--- src/rtl/rdr_pkg.sv ---
// Shared types for the ready-polled serial reader.
package rdr_pkg;
    typedef enum logic [2:0] {
        ST_IDLE   = 3'd0,
        ST_HI     = 3'd1,
        ST_LO     = 3'd2,
        ST_DONE   = 3'd3,
        ST_WAITHI = 3'd4
    } rdr_state_e;
endpackage

--- src/rtl/rdr_sync.sv ---
// Multi-flop synchronizer for the shared ready/data line.
// Assumes the idle level of the line is high, so it resets to 1.
module rdr_sync #(
    parameter int STAGES = 2
) (
    input  logic clk,
    input  logic rst_n,
    input  logic d,
    output logic q
);
    logic [STAGES-1:0] chain;

    // Shift the asynchronous input through the flop chain.
    always_ff @(posedge clk) begin
        if (!rst_n) chain <= '1;
        else        chain <= {chain[STAGES-2:0], d};
    end

    assign q = chain[STAGES-1];
endmodule

--- src/rtl/rdr_phase_timer.sv ---
// Counts system clocks within a serial clock phase and pulses tick in the
// last cycle of each phase. Assumes run is held through consecutive phases.
module rdr_phase_timer #(
    parameter int HP_W = 8
) (
    input  logic            clk,
    input  logic            rst_n,
    input  logic            run,
    input  logic [HP_W-1:0] half_period,
    output logic            tick
);
    logic [HP_W-1:0] cnt;
    logic [HP_W-1:0] hp_eff;

    // Clamp the phase length to a floor of two cycles.
    always_comb hp_eff = (half_period < HP_W'(2)) ? HP_W'(2) : half_period;

    assign tick = run && (cnt == hp_eff - HP_W'(1));

    // Advance the phase counter, restarting at each phase boundary.
    always_ff @(posedge clk) begin
        if (!rst_n || !run) cnt <= '0;
        else if (tick)      cnt <= '0;
        else                cnt <= cnt + HP_W'(1);
    end
endmodule

--- src/rtl/rdr_capture.sv ---
// Result register: cleared at the start of a read, then written one bit at
// a time at the position given by idx counted from the MSB.
module rdr_capture #(
    parameter int W  = 24,
    parameter int IW = 5
) (
    input  logic          clk,
    input  logic          rst_n,
    input  logic          clr,
    input  logic          en,
    input  logic [IW-1:0] idx,
    input  logic          bitv,
    output logic [W-1:0]  word
);
    // Clear or store one sampled bit.
    always_ff @(posedge clk) begin
        if (!rst_n || clr) begin
            word <= '0;
        end else if (en) begin
            for (int i = 0; i < W; i++) begin
                if (idx == IW'(W - 1 - i)) word[i] <= bitv;
            end
        end
    end
endmodule

--- src/rtl/rdr_ctrl.sv ---
// Read sequencer: detects ready, steps serial clock phases, counts bits,
// sends the optional parking pulse, enforces the read budget and re-arms
// only after the line is seen high. Assumes configuration is stable while
// a read is in progress.
module rdr_ctrl
    import rdr_pkg::*;
#(
    parameter int DATA_W = 24,
    parameter int NB_W   = 5,
    parameter int IW     = 5,
    parameter int TO_W   = 20
) (
    input  logic            clk,
    input  logic            rst_n,
    input  logic            line_s,
    input  logic            tick,
    input  logic [NB_W-1:0] nbits,
    input  logic            park,
    input  logic [TO_W-1:0] timeout,
    output logic            sclk_o,
    output logic            run,
    output logic            cap_clr,
    output logic            cap_en,
    output logic [IW-1:0]   cap_idx,
    output logic            done,
    output logic            ovr_o
);
    rdr_state_e      st, st_n;
    logic [NB_W-1:0] bit_idx;
    logic [NB_W-1:0] nb_eff;
    logic [TO_W-1:0] to_cnt;
    logic            parking;
    logic            last_bit;
    logic            to_hit;
    logic            ovr_n;

    // Resolve the configured bit count to a legal value.
    always_comb nb_eff = (nbits == '0 || nbits > NB_W'(DATA_W)) ? NB_W'(DATA_W) : nbits;

    assign last_bit = (bit_idx == nb_eff - NB_W'(1));
    assign run      = (st == ST_HI) || (st == ST_LO);
    assign to_hit   = run && !parking && (to_cnt == timeout);
    assign cap_idx  = bit_idx[IW-1:0];
    assign done     = (st == ST_DONE);

    // Next-state and capture strobes.
    always_comb begin
        st_n    = st;
        cap_clr = 1'b0;
        cap_en  = 1'b0;
        ovr_n   = 1'b0;
        case (st)
            ST_IDLE: if (!line_s) begin
                st_n    = ST_HI;
                cap_clr = 1'b1;
            end
            ST_HI: begin
                if (to_hit) begin
                    ovr_n = 1'b1;
                    st_n  = ST_WAITHI;
                end else if (tick) begin
                    st_n = ST_LO;
                end
            end
            ST_LO: begin
                if (to_hit) begin
                    ovr_n = 1'b1;
                    st_n  = ST_WAITHI;
                end else if (tick) begin
                    if (parking) begin
                        st_n = ST_DONE;
                    end else begin
                        cap_en = 1'b1;
                        if (!last_bit) st_n = ST_HI;
                        else if (park) st_n = ST_HI;
                        else           st_n = ST_DONE;
                    end
                end
            end
            ST_DONE:   st_n = ST_WAITHI;
            ST_WAITHI: if (line_s) st_n = ST_IDLE;
            default:   st_n = ST_IDLE;
        endcase
    end

    // State, registered serial clock and overrun strobe.
    always_ff @(posedge clk) begin
        if (!rst_n) begin
            st     <= ST_IDLE;
            sclk_o <= 1'b0;
            ovr_o  <= 1'b0;
        end else begin
            st     <= st_n;
            sclk_o <= (st_n == ST_HI);
            ovr_o  <= ovr_n;
        end
    end

    // Bit counter, parking flag and read budget counter.
    always_ff @(posedge clk) begin
        if (!rst_n || st == ST_IDLE) begin
            bit_idx <= '0;
            parking <= 1'b0;
            to_cnt  <= '0;
        end else begin
            if (cap_en) bit_idx <= bit_idx + NB_W'(1);
            if (cap_en && last_bit && park) parking <= 1'b1;
            if (run && !parking && !to_hit) to_cnt <= to_cnt + TO_W'(1);
        end
    end

    // a pulse out of idle requires the synchronized line to have been low.
    a_r2_start_low: assert property (@(posedge clk) disable iff (!rst_n)
        (st == ST_IDLE) |=> (!sclk_o || !$past(line_s)));

    // the serial clock level holds between phase boundaries.
    a_r3_phase_hold: assert property (@(posedge clk) disable iff (!rst_n)
        (run && !tick && !to_hit) |=> $stable(sclk_o));

    // a low line after a read never re-enters idle.
    a_r7_rearm_high: assert property (@(posedge clk) disable iff (!rst_n)
        (st == ST_WAITHI && !line_s) |=> (st != ST_IDLE && !sclk_o));

    // the bit index never passes the configured count.
    a_r4_idx_bound: assert property (@(posedge clk) disable iff (!rst_n)
        bit_idx <= nb_eff);
endmodule

--- src/rtl/adc_ready_reader.sv ---
// Top of the ready-polled serial reader. Wires the synchronizer, phase
// timer, sequencer and capture register, and registers the result word and
// its strobe. Assumes the converter changes its data line after each rising
// serial clock edge.
module adc_ready_reader #(
    parameter int DATA_W = 24,
    parameter int HP_W   = 8,
    parameter int TO_W   = 20,
    parameter int NB_W   = $clog2(DATA_W + 1)
) (
    input  logic              clk,
    input  logic              rst_n,
    input  logic [HP_W-1:0]   cfg_half_period,
    input  logic [NB_W-1:0]   cfg_nbits,
    input  logic              cfg_park,
    input  logic [TO_W-1:0]   cfg_timeout,
    output logic              adc_sclk,
    input  logic              adc_rdy_dout,
    output logic [DATA_W-1:0] data_out,
    output logic              data_valid,
    output logic              overrun
);
    localparam int IW = $clog2(DATA_W);

    logic              line_s;
    logic              tick;
    logic              run;
    logic              cap_clr;
    logic              cap_en;
    logic [IW-1:0]     cap_idx;
    logic              done;
    logic [DATA_W-1:0] word;

    rdr_sync #(.STAGES(2)) u_sync (
        .clk   (clk),
        .rst_n (rst_n),
        .d     (adc_rdy_dout),
        .q     (line_s)
    );

    rdr_phase_timer #(.HP_W(HP_W)) u_timer (
        .clk         (clk),
        .rst_n       (rst_n),
        .run         (run),
        .half_period (cfg_half_period),
        .tick        (tick)
    );

    rdr_ctrl #(.DATA_W(DATA_W), .NB_W(NB_W), .IW(IW), .TO_W(TO_W)) u_ctrl (
        .clk     (clk),
        .rst_n   (rst_n),
        .line_s  (line_s),
        .tick    (tick),
        .nbits   (cfg_nbits),
        .park    (cfg_park),
        .timeout (cfg_timeout),
        .sclk_o  (adc_sclk),
        .run     (run),
        .cap_clr (cap_clr),
        .cap_en  (cap_en),
        .cap_idx (cap_idx),
        .done    (done),
        .ovr_o   (overrun)
    );

    rdr_capture #(.W(DATA_W), .IW(IW)) u_cap (
        .clk   (clk),
        .rst_n (rst_n),
        .clr   (cap_clr),
        .en    (cap_en),
        .idx   (cap_idx),
        .bitv  (line_s),
        .word  (word)
    );

    // Present a finished word with its one-cycle strobe.
    always_ff @(posedge clk) begin
        if (!rst_n) begin
            data_out   <= '0;
            data_valid <= 1'b0;
        end else begin
            data_valid <= done;
            if (done) data_out <= word;
        end
    end

    // the result strobe lasts one cycle.
    a_r6_valid_single: assert property (@(posedge clk) disable iff (!rst_n)
        data_valid |=> !data_valid);

    // the result word only moves together with the strobe.
    a_r6_out_hold: assert property (@(posedge clk) disable iff (!rst_n)
        !$stable(data_out) |-> data_valid);

    // an abandoned read never reports a result in the same cycle.
    a_r8_exclusive: assert property (@(posedge clk) disable iff (!rst_n)
        overrun |-> !data_valid);

    // the overrun strobe lasts one cycle and leaves the clock low.
    a_r8_ovr_single: assert property (@(posedge clk) disable iff (!rst_n)
        overrun |-> (!adc_sclk && !$past(overrun)));
endmodule

--- config.mk ---
export PLATFORM = sky130hd
export DESIGN_NAME = adc_ready_reader
export DESIGN_NICKNAME = d
export VERILOG_FILES = /design/src/rtl/rdr_pkg.sv /design/src/rtl/rdr_sync.sv /design/src/rtl/rdr_phase_timer.sv /design/src/rtl/rdr_capture.sv /design/src/rtl/rdr_ctrl.sv /design/src/rtl/adc_ready_reader.sv
export SDC_FILE = /design/constraint.sdc
export NUM_CORES = 1
export LEC_CHECK = 0
export BUFFER_PORTS_ARGS = -buffer_cell sky130_fd_sc_hd__buf_2
export CAP_MARGIN = 20
export CORE_UTILIZATION = 43
export DETAILED_ROUTE_END_ITERATION = 6
export GPL_TIMING_DRIVEN = 0
export SKIP_LAST_GASP = 1
export SLEW_MARGIN = 15
export SYNTH_ARGS = -nofsm -noshare
export SYNTH_HDL_FRONTEND = slang
export SYNTH_SLANG_ARGS = --single-unit
--- constraint.sdc ---
create_clock -name clk -period 6.7 [get_ports clk]
set_input_delay 0.67 -clock clk [delete_from_list [all_inputs] [get_ports clk]]
set_output_delay 0.67 -clock clk [all_outputs]
set_load 0.005 [all_outputs]
==> qor.csv, run 1 <==
stage;metric;value;unit
timing;min_period;3.78;ns
floorplanning;start_util;45.1;%
pwr;p_comb_share;6.3;%
route;vias;3903;
route;drtPass1Iterations;4;
clock_tree;cts_tree;done;
clock_tree;cts_resized;0;
final_layout;nFillCells;991;
global_route;grt_antenna_before_repair;0;
pwr;ir_worst_vdd;0.0771;mV
pwr;p_seq_share;54.9;%
clock_tree;worstSkewPairLatency;0.36;ns
placement;port_buffers;62;
timing;slew-limit-headroom;52.1;%
global_route;grt_pass1_wl;16300;um
pwr;p_leak;2.06;nW
timing;hold_viol_final;0;
final_layout;drive_gt1_share;14.7;%
floorplanning;die_x;104;um
timing;tns;0;ns
final_layout;syn_to_final_growth;15.2;%
synth;async_flop_share;0;%
timing;rsz0062_at_grt;false;
route;wl_per_cell;12.8;um
clock_tree;postCtsSetupBuffers;0;
worst_setup_path;cp_max_fo;10;
floorplanning;io-pin-count;64;
floorplanning;die_height;104;um
global_route;grt-ovfl-total;0;
timing;setup_viol;0;
clock_tree;clock-sinks;90;
timing;tightest_slew;0.714;ns
timing;setup_slack;2.92;ns
pwr;cellPowerDensity;189;nW/um^2
run;maxCapViolations;0;
pwr;power_switching;0.000238;W
final_layout;multi_input_area;2510;um^2
route;avgViaCountPerCell;5.20;
floorplanning;rows;36;
worst_setup_path;worstSetupStartpointType;input pin;
placement;place_hpwl;7310;um
route;drtIter0Drc;104;
placement;dp.cells;734;
synth;synth_cell_types;52;
synth;synth_enable_flop_cells;0;
route;detail-route-antenna-nets;0;
floorplanning;dieArea;10900;um^2
final_layout;regArea;1800;um^2
timing;fin_hold_ws;0.420;ns
pwr;internal-power;0.000739;W
timing;max_freq;265;MHz
pwr;power.share.clock;38.8;%
route;wl;9590;um
hold_path;hp-class;register to register;
timing;finalMaxSlewViolations;0;
timing;fin_skew;0.0149;ns
worst_setup_path;critical_path_class;input pin to register;
final_layout;diodes;0;
worst_setup_path;required;6.93;ns
pwr;p_sw_share;24.4;%
synth;synthCells;539;
run_status;outcome;finished, final reports clean;
clock_tree;clockBufferDepth;2;
synth;yosysWarnings;0;
final_layout;finalNonFillerCells;750;
global_route;grt_pass1_vias;3661;
synth;synth.cell_area;4490;um^2
synth;ys_seq_elements;90;
floorplanning;core;9950;um^2
synth;syn-num-nets;585;
clock_tree;cts.clk_slew.worst_paths;0.10;ns
clock_tree;hold_buffers;0;
global_route;grt_start_max_net_pins;17;
clock_tree;cts_root_buffer;clkbuf_8;
synth;synth_area_per_cell;8.34;um^2
final_layout;layout.nets;658;
global_route;grt_use_total;18.3;%
route;route.detailed.drc;0;
worst_setup_path;critPathCaptureType;register;
clock_tree;htreeDepth;3;
placement;dp_slack;2.54;ns
clock_tree;cts_buffers;9;
worst_setup_path;crit_arrival;4.01;ns
timing;fin_crit_sh;56.4;%
placement;routabilityCongestion;0.813;
synth;synth_ff_type;dfxtp_1;
synth;seq_area_frac_synth;40.1;%
critical path, stage by stage:
cell and delay, ns:
buf_2 0.13, nor4_1 0.60, and2_1 0.25, nand2b_1 0.12, ha_1 0.24, xnor2_1 0.17
a2111oi_4 0.29, nand2b_1 0.08, or4b_4 0.49, nor4_4 0.34, buf_2 0.30, nand3_1 0.16
mux2i_1 0.16
per-stage QoR:
| step | cell area [um^2] | power, W | util [%] |
|---|---|---|---|
| detailed placement | 4970 | 0.000611 | 49.9 |
| global route | 5180 | 0.00102 | 52.0 |
| global placement | 4970 | 0.000609 | 49.9 |
| CTS | 5170 | 0.000989 | 51.9 |
| floorplan | 4490 | 0.000586 | - |
| finish | 5180 | 0.000978 | 52.0 |
logic make-up (layout without fill, tap and decap cells):
family,after synthesis,after routing,synth area share [%]
AO/OA/AOI/OAI,73,73,10.3
flip-flops,90,90,40.1
adder cells (fa/ha/maj),9,9,2.51
XOR/XNOR,51,51,9.94
multiplexers,31,31,6.99
AND/OR/NAND/NOR,239,239,25.9
buffers and inverters,46,124,4.26
per-layer routing:
| metal | track usage [%] | vias up | share of wire [%] |
|---|---|---|---|
| met2 | 31.9 | 83 | 49 |
| met3 | 3.57 | 11 | 3.9 |
| met4 | 6.84 | 0 | 1.5 |
| met1 | 22.1 | 1804 | 46 |
| met5 | 0 | - | 0 |
| li1 | - | 2005 | - |
power groups by stage:
stage | Sequential (W) | Clock [W] | Combinational, W
global placement | 0.000549 | 0 | 0.0000601
finish | 0.000537 | 0.000380 | 0.0000616
detailed placement | 0.000549 | 0 | 0.0000619
global route | 0.000537 | 0.000416 | 0.0000689
floorplan | 0.000549 | 0 | 0.0000370
CTS | 0.000537 | 0.000390 | 0.0000621
cell usage in the layout, fill, tap and decap left out, types with 3 or more instances in the layout:
cell	netlist	layout
a21oi_1	35	35
a31oi_1	3	3
and3_1	7	7
buf_2	3	65
clkbuf_1	21	22
clkbuf_8	0	9
dfxtp_1	90	90
ha_1	9	9
inv_1	18	18
mux2i_1	28	28
nand2_1	91	91
nand2b_1	8	8
nand3_1	23	23
nand4_1	14	14
nor2_1	41	41
nor2b_1	8	8
nor3_1	11	11
nor4_1	12	12
o211ai_1	6	6
o21ai_0	10	10
or3_1	11	11
xnor2_1	24	24
xor2_1	27	27
synth_stat cells (2+ instances only):
library cell   n  area share (%)
inv_1         18             1.5
xor2_1        27             5.3
o211ai_1       6             1.0
or3_1         11             1.5
nand3b_1       2            0.33
o31ai_1        2            0.33
o21bai_1       2            0.33
a31oi_1        3            0.42
a21oi_1       35             3.9
nand4_1       14             1.9
ha_1           9             2.5
o21ai_0       10             1.1
clkbuf_1      21             1.8
a21boi_0       2            0.33
dfxtp_1       90              40
buf_4          2            0.33
mux2i_1       28             6.2
nor2_1        41             3.4
nor3_1        11             1.2
a311oi_1       2            0.39
nor4_1        12             1.7
and4_1         2            0.39
and3b_1        2            0.39
mux2_2         2            0.50
nand2_1       91             7.6
xnor2_1       24             4.7
and3_1         7            0.97
nand3_1       23             2.6
buf_2          3            0.33
nand2b_1       8             1.1
nor2b_1        8             1.1
sequential cells by signal (all words and copies together), names as in the netlist:
signal,flops
u_ctrl.st,3
data_out,24
u_ctrl.parking,1
u_ctrl.cap_idx,5
data_valid,1
u_ctrl.ovr_o,1
u_ctrl.sclk_o,1
u_timer.cnt,8
u_sync.chain,2
u_cap.word,24
u_ctrl.to_cnt,20
cell type report:
cell class | count | area share, %
Multi-Input combinational cell | 403 | 48.4
Sequential cell | 90 | 34.8
Timing Repair Buffer | 62 | 5.99
Tap cell | 133 | 3.21
Clock buffer | 10 | 2.47
Buffer | 27 | 2.32
Clock inverter | 6 | 1.40
Inverter | 19 | 1.38
worst paths after layout:
kind	cells past startpoint	start	slack, ns	endpoint
setup / recovery	13	cfg_half_period[5]	2.92	u_cap.word[22]$_SDFFE_PP0P_
hold / removal	1	u_sync.chain[0]$_SDFF_PN1_	0.42	u_sync.chain[1]$_SDFF_PN1_
setup reg to reg	9	u_ctrl.st[0]$_SDFF_PN0_	4.04	u_cap.word[22]$_SDFFE_PP0P_
hold reg to reg	1	u_sync.chain[0]$_SDFF_PN1_	0.42	u_sync.chain[1]$_SDFF_PN1_
Power figures use the tool's default switching activity.
==> inputs of run 2 (changes only) <==
Settings changed: PLACE_DENSITY set to 0.65.
Clock period 6.7 ns to 3.3 ns, I/O delays scaled along.
==> run 2 against run 1 <==
Effect of this change:
- non-clock buffer count did not move
- routed wire length increased by 1.5%
- die area did not move
- count of clock-buffer cells in the layout shrank 1
- first-iteration DRC count is 48% higher
- largest cell class unchanged
- sequential power increased by 100%
- critical endpoint is now u_ctrl.cap_idx[3]$_SDFFE_PP0P_
- cell count is the same
- setup slack got worse by 2.7 ns
==> qor.csv, run 2 (synthesis gave the netlist of run 1 again) <==
stage;metric;value;unit
run_status;outcome;finished, final reports clean;
floorplanning;dieArea;10900;um^2
final_layout;drive_gt1_share;15.1;%
worst_setup_path;critPathMaxStageDelay;0.50;ns
global_route;grt-ovfl-total;0;
final_layout;syn_to_final_growth;15.3;%
worst_setup_path;critPathCaptureType;register;
global_route;grt_pass1_wl;16600;um
clock_tree;htreeDepth;3;
route;drtPass1Iterations;4;
clock_tree;cts_buffers;9;
route;route.detailed.drc;0;
worst_setup_path;cp_max_fo;10;
floorplanning;start_util;45.1;%
clock_tree;worstSkewPairLatency;0.36;ns
pwr;p_leak;2.05;nW
final_layout;final_cell_area;5180;um^2
final_layout;finalNonFillerCells;750;
pwr;ir_worst_vdd;0.221;mV
final_layout;diodes;0;
floorplanning;core;9950;um^2
route;drtIter0Drc;154;
timing;rsz0062_at_grt;false;
final_layout;layout.nets;658;
hold_path;hp-class;input pin to register;
clock_tree;cts_root_buffer;clkbuf_8;
worst_setup_path;critical_path_class;input pin to register;
timing;max_freq;324;MHz
route;wl_per_cell;13.0;um
route;detail-route-antenna-nets;0;
clock_tree;clock-sinks;90;
timing;min_period;3.09;ns
worst_setup_path;worstSetupStartpointType;input pin;
pwr;cellPowerDensity;376;nW/um^2
timing;slew-limit-headroom;51.2;%
clock_tree;hold_buffers;0;
worst_setup_path;crit_arrival;3.33;ns
floorplanning;io-pin-count;64;
timing;hold_viol_final;0;
floorplanning;die_height;104;um
clock_tree;clockBufferDepth;2;
global_route;grt_antenna_before_repair;0;
global_route;grt_pass1_vias;3682;
floorplanning;rows;36;
final_layout;reg.largest.list;data_out: 24 flops, u_cap.word: 24 flops, u_ctrl.to_cnt: 20 flops;
placement;place_hpwl;7320;um
final_layout;final_cell_mix;nand2_1, dfxtp_1, buf_2;
route;vias;3914;
timing;finalMaxSlewViolations;0;
timing;fin_hold_ws;0.158;ns
route;avgViaCountPerCell;5.22;
placement;routabilityCongestion;0.812;
route;wl;9740;um
placement;placed_area;4980;um^2
floorplanning;die_x;104;um
clock_tree;postCtsSetupBuffers;0;
timing;setup_viol;0;
timing;fin_skew;0.0162;ns
placement;dp.cells;734;
run;maxCapViolations;0;
global_route;grt_use_total;18.5;%
global_route;grt_start_max_net_pins;19;
timing;tightest_slew;0.727;ns
clock_tree;cts_tree;done;
worst_setup_path;crit_chain;buf_2, nor4_4, and2_1, nand2b_1, ha_1, xnor2_1, a2111oi_4, nand2b_1, or4b_4, nor4_4, buf_6, nand4_1, mux2_1;
worst_setup_path;slowest_stage;or4b_4;
placement;port_buffers;62;
timing;fin_crit_sh;93.6;%
worst_setup_path;required;3.54;ns
final_layout;layout_commonest_cell;nand2_1;
clock_tree;cts.clk_slew.worst_paths;0.10;ns
-- run 2: changes by cell type in the layout (fill, tap and decap cells not counted), sizes merged --
| cell | change |
|---|---|
| buf | -1 |
| bufinv | -1 |
| inv | +2 |
-- run 2: stage by stage --
stage | setup WS (ns) | total power (W) | util, % | setup TNS, ns
after floorplan | 0.0586 | 0.00119 | - | 0
after global placement | -0.270 | 0.00124 | 50.0 | -5.80
after detailed placement | -0.405 | 0.00124 | 50.0 | -9.36
after CTS | 0.00885 | 0.00197 | 51.9 | 0
after global routing | 0.0841 | 0.00204 | 52.1 | 0
final | 0.211 | 0.00195 | 52.1 | 0
-- run 2: timing repair --
item / CTS / global route
setup endpoints to repair: 0 / 22
hold endpoints to repair: 0 / 0
gates resized for setup: 0 / 2
-- run 2: critical path: cells and delay by family --
kind            cells  cell delay, ns
fa+ha+maj           1            0.23
simple gates        7            1.62
xor+xnor            1            0.17
compound gates      1            0.30
mux                 1            0.33
buf+inv             2            0.35
-- run 2: layout make-up --
type                            count  area, um^2
Multi-Input combinational cell    403        2520
Inverter                           19        71.3
Clock inverter                      7        66.3
Clock buffer                        9         124
Sequential cell                    90        1800
Buffer                             27         123
Tap cell                          133         166
Timing Repair Buffer               62         310
Fill cell                         993        4770
-- run 2: final timing paths --
| kind | from | to | slack, ns | depth (start not counted) |
|---|---|---|---|---|
| setup / recovery | cfg_half_period[2] | u_ctrl.cap_idx[3]$_SDFFE_PP0P_ | 0.21 | 13 |
| hold / removal | adc_rdy_dout | u_sync.chain[0]$_SDFF_PN1_ | 0.16 | 2 |
| setup reg to reg | u_ctrl.st[0]$_SDFF_PN0_ | u_ctrl.cap_idx[3]$_SDFFE_PP0P_ | 0.72 | 9 |
| hold reg to reg | u_sync.chain[0]$_SDFF_PN1_ | u_sync.chain[1]$_SDFF_PN1_ | 0.43 | 1 |
-- run 2: per-layer routing --
| metal | global-route usage, % | part of all wire (%) |
|---|---|---|
| met2 | 33.3 | 50 |
| met3 | 3.32 | 3.0 |
| met1 | 22.4 | 46 |
| met4 | 5.00 | 0.78 |
| met5 | 0 | 0 |
-- run 2: power by group --
part / switching (W) / internal (W)
sequential: 0.00000184 / 0.00109
combinational: 0.0000760 / 0.0000521
clock: 0.000436 / 0.000296
==> inputs of run 3 (changes only) <==
Settings changed: SETUP_SLACK_MARGIN set to 0.3.
==> run 3 against run 2 <==
Effect of this change:
- worst hold slack better by 0.020 ns
- routed wire length up 1.8%
- global-route usage increased by 0.80 points
- count of clock-buffer cells in the layout is 1 higher
- combinational power up 11%
- sequential share of layout area down 1.1 points
- sequential cell count stayed put
- sequential power about the same
- non-clock buffer count rose by 7
- critical path type unchanged
- largest cell class unchanged
- highest routed layer unchanged
==> qor.csv, run 3 (synthesis gave the netlist of run 1 again) <==
stage;metric;value;unit
worst_setup_path;required;3.55;ns
global_route;grt_pass1_wl;17000;um
route;wl_per_cell;13.1;um
clock_tree;htreeDepth;3;
pwr;p_leak;2.12;nW
clock_tree;cts_buffers;9;
worst_setup_path;crit_chain;buf_8, nor4_4, and2_4, nand2b_4, ha_4, xnor2_4, a2111oi_4, nand2b_1, or4b_4, nor4_4, buf_6, nand4_1, mux2_4;
global_route;grt-ovfl-total;0;
global_route;grt_pass1_vias;3693;
clock_tree;cts.clk_slew.worst_paths;0.09;ns
worst_setup_path;critPathMaxStageDelay;0.50;ns
route;wl;9910;um
timing;fin_skew;0.0132;ns
worst_setup_path;crit_arrival;3.26;ns
clock_tree;cts_root_buffer;clkbuf_8;
final_layout;drive_gt1_share;16.7;%
global_route;met1_usage;24.3;%
route;route.detailed.drc;0;
placement;routabilityCongestion;0.823;
run_status;outcome;finished, final reports clean;
final_layout;finalNonFillerCells;757;
floorplanning;die_height;104;um
timing;min_period;3.01;ns
timing;tightest_slew;0.605;ns
route;vias;3939;
final_layout;syn_to_final_growth;19.1;%
timing;slew-limit-headroom;59.3;%
global_route;grt_start_max_net_pins;17;
route;avgViaCountPerCell;5.20;
floorplanning;rows;36;
final_layout;layout_commonest_cell;nand2_1;
run;maxCapViolations;0;
worst_setup_path;crit_top_cell;nor4_4;
floorplanning;io-pin-count;64;
timing;hold_viol_final;0;
timing;max_freq;332;MHz
clock_tree;hold_buffers;0;
final_layout;regArea;1800;um^2
timing;rsz0062_at_grt;true;
final_layout;reg.largest.list;data_out: 24 flops, u_cap.word: 24 flops, u_ctrl.to_cnt: 20 flops;
placement;place_hpwl;7330;um
floorplanning;die_x;104;um
worst_setup_path;cpLargestDelayFamily;simple AND/OR/NAND/NOR gates;
global_route;grt_use_total;19.3;%
final_layout;multi_input_area;2570;um^2
floorplanning;core;9950;um^2
timing;setup_viol;0;
global_route;grt_antenna_before_repair;0;
placement;port_buffers;62;
clock_tree;clockBufferDepth;2;
route;detail-route-antenna-nets;0;
placement;dp.cells;735;
worst_setup_path;critical_path_class;input pin to register;
final_layout;nFillCells;944;
clock_tree;cts_tree;done;
route;drtPass1Iterations;5;
timing;fin_crit_sh;91.3;%
hold_path;hp-class;input pin to register;
worst_setup_path;critPathCaptureType;register;
final_layout;diodes;0;
pwr;cellPowerDensity;387;nW/um^2
route;drtIter0Drc;159;
clock_tree;clock-sinks;90;
worst_setup_path;slowest_stage;or4b_4;
global_route;use_met3;4.07;%
worst_setup_path;worstSetupStartpointType;input pin;
worst_setup_path;critPathBufInv;2;
worst_setup_path;cp_max_fo;4;
global_route;top_usage_layer;met2;
final_layout;final_core_util;53.8;%
global_route;gr-usage-met2;32.5;%
pwr;ir_worst_vdd;0.243;mV
timing;finalMaxSlewViolations;0;
clock_tree;worstSkewPairLatency;0.36;ns
floorplanning;start_util;45.1;%
final_layout;final_cell_mix;nand2_1, dfxtp_1, buf_2;
floorplanning;dieArea;10900;um^2
final_layout;layout.nets;665;
[run 3: changes by cell type in the layout (fill, tap and decap cells not counted), sizes merged]
| cell | previous run | this run |
|---|---|---|
| buf | 67 | 74 |
| bufinv | 0 | 2 |
| clkinv | 3 | 1 |
| inv | 23 | 21 |
| clkbuf | 31 | 32 |
| clkinvlp | 0 | 1 |
[run 3: power breakdown]
part / leakage [nW] / internal, W / switching [W]
Clock: 0.108 / 0.000435 / 0.000404
Combinational: 1.29 / 0.0000638 / 0.0000786
Sequential: 0.725 / 0.00109 / 0.00000180
[run 3: path summary, 6_finish.rpt]
check	slack, ns	start	cells after the start	end
max reg2reg	0.60	u_ctrl.st[0]$_SDFF_PN0_	9	u_ctrl.cap_idx[3]$_SDFFE_PP0P_
max	0.29	cfg_half_period[4]	13	u_ctrl.cap_idx[3]$_SDFFE_PP0P_
min reg2reg	0.41	u_sync.chain[0]$_SDFF_PN1_	1	u_sync.chain[1]$_SDFF_PN1_
min	0.18	adc_rdy_dout	2	u_sync.chain[0]$_SDFF_PN1_
[run 3: final cells by class]
type / instances / area share, %
inverter: 19 / 1.33
multi-input combinational: 403 / 47.9
sequential: 90 / 33.7
buffer: 27 / 2.62
timing repair buffer: 69 / 7.20
clock inverter: 6 / 1.75
clock buffer: 10 / 2.38
tap: 133 / 3.11
[run 3: through the flow]
step	setup TNS, ns	power, W	hold WS, ns	setup WS, ns	cell area, um^2
CTS	0	0.00208	0.157	0.312	5230
detailed placement	-0.562	0.00124	0.396	-0.0778	5000
finish	0	0.00207	0.178	0.287	5350
global placement	-0.0215	0.00124	0.391	-0.0144	5000
floorplan	0	0.00119	0.386	0.182	4520
global route	0	0.00216	0.160	0.162	5350
[run 3: timing repair]
item,4_1_cts,5_1_grt
setup endpoints to repair,0,31
buffers inserted,0,6
resized for setup,0,17
[run 3: per-layer routing]
layer  wire length (um)  share of wire (%)  vias up
li1                   -                  -     2017
met1               4460                 45     1811
met2               4880                 49       98
met3                454                4.6       13
met4                115                1.2        0
met5                  0                  0        -
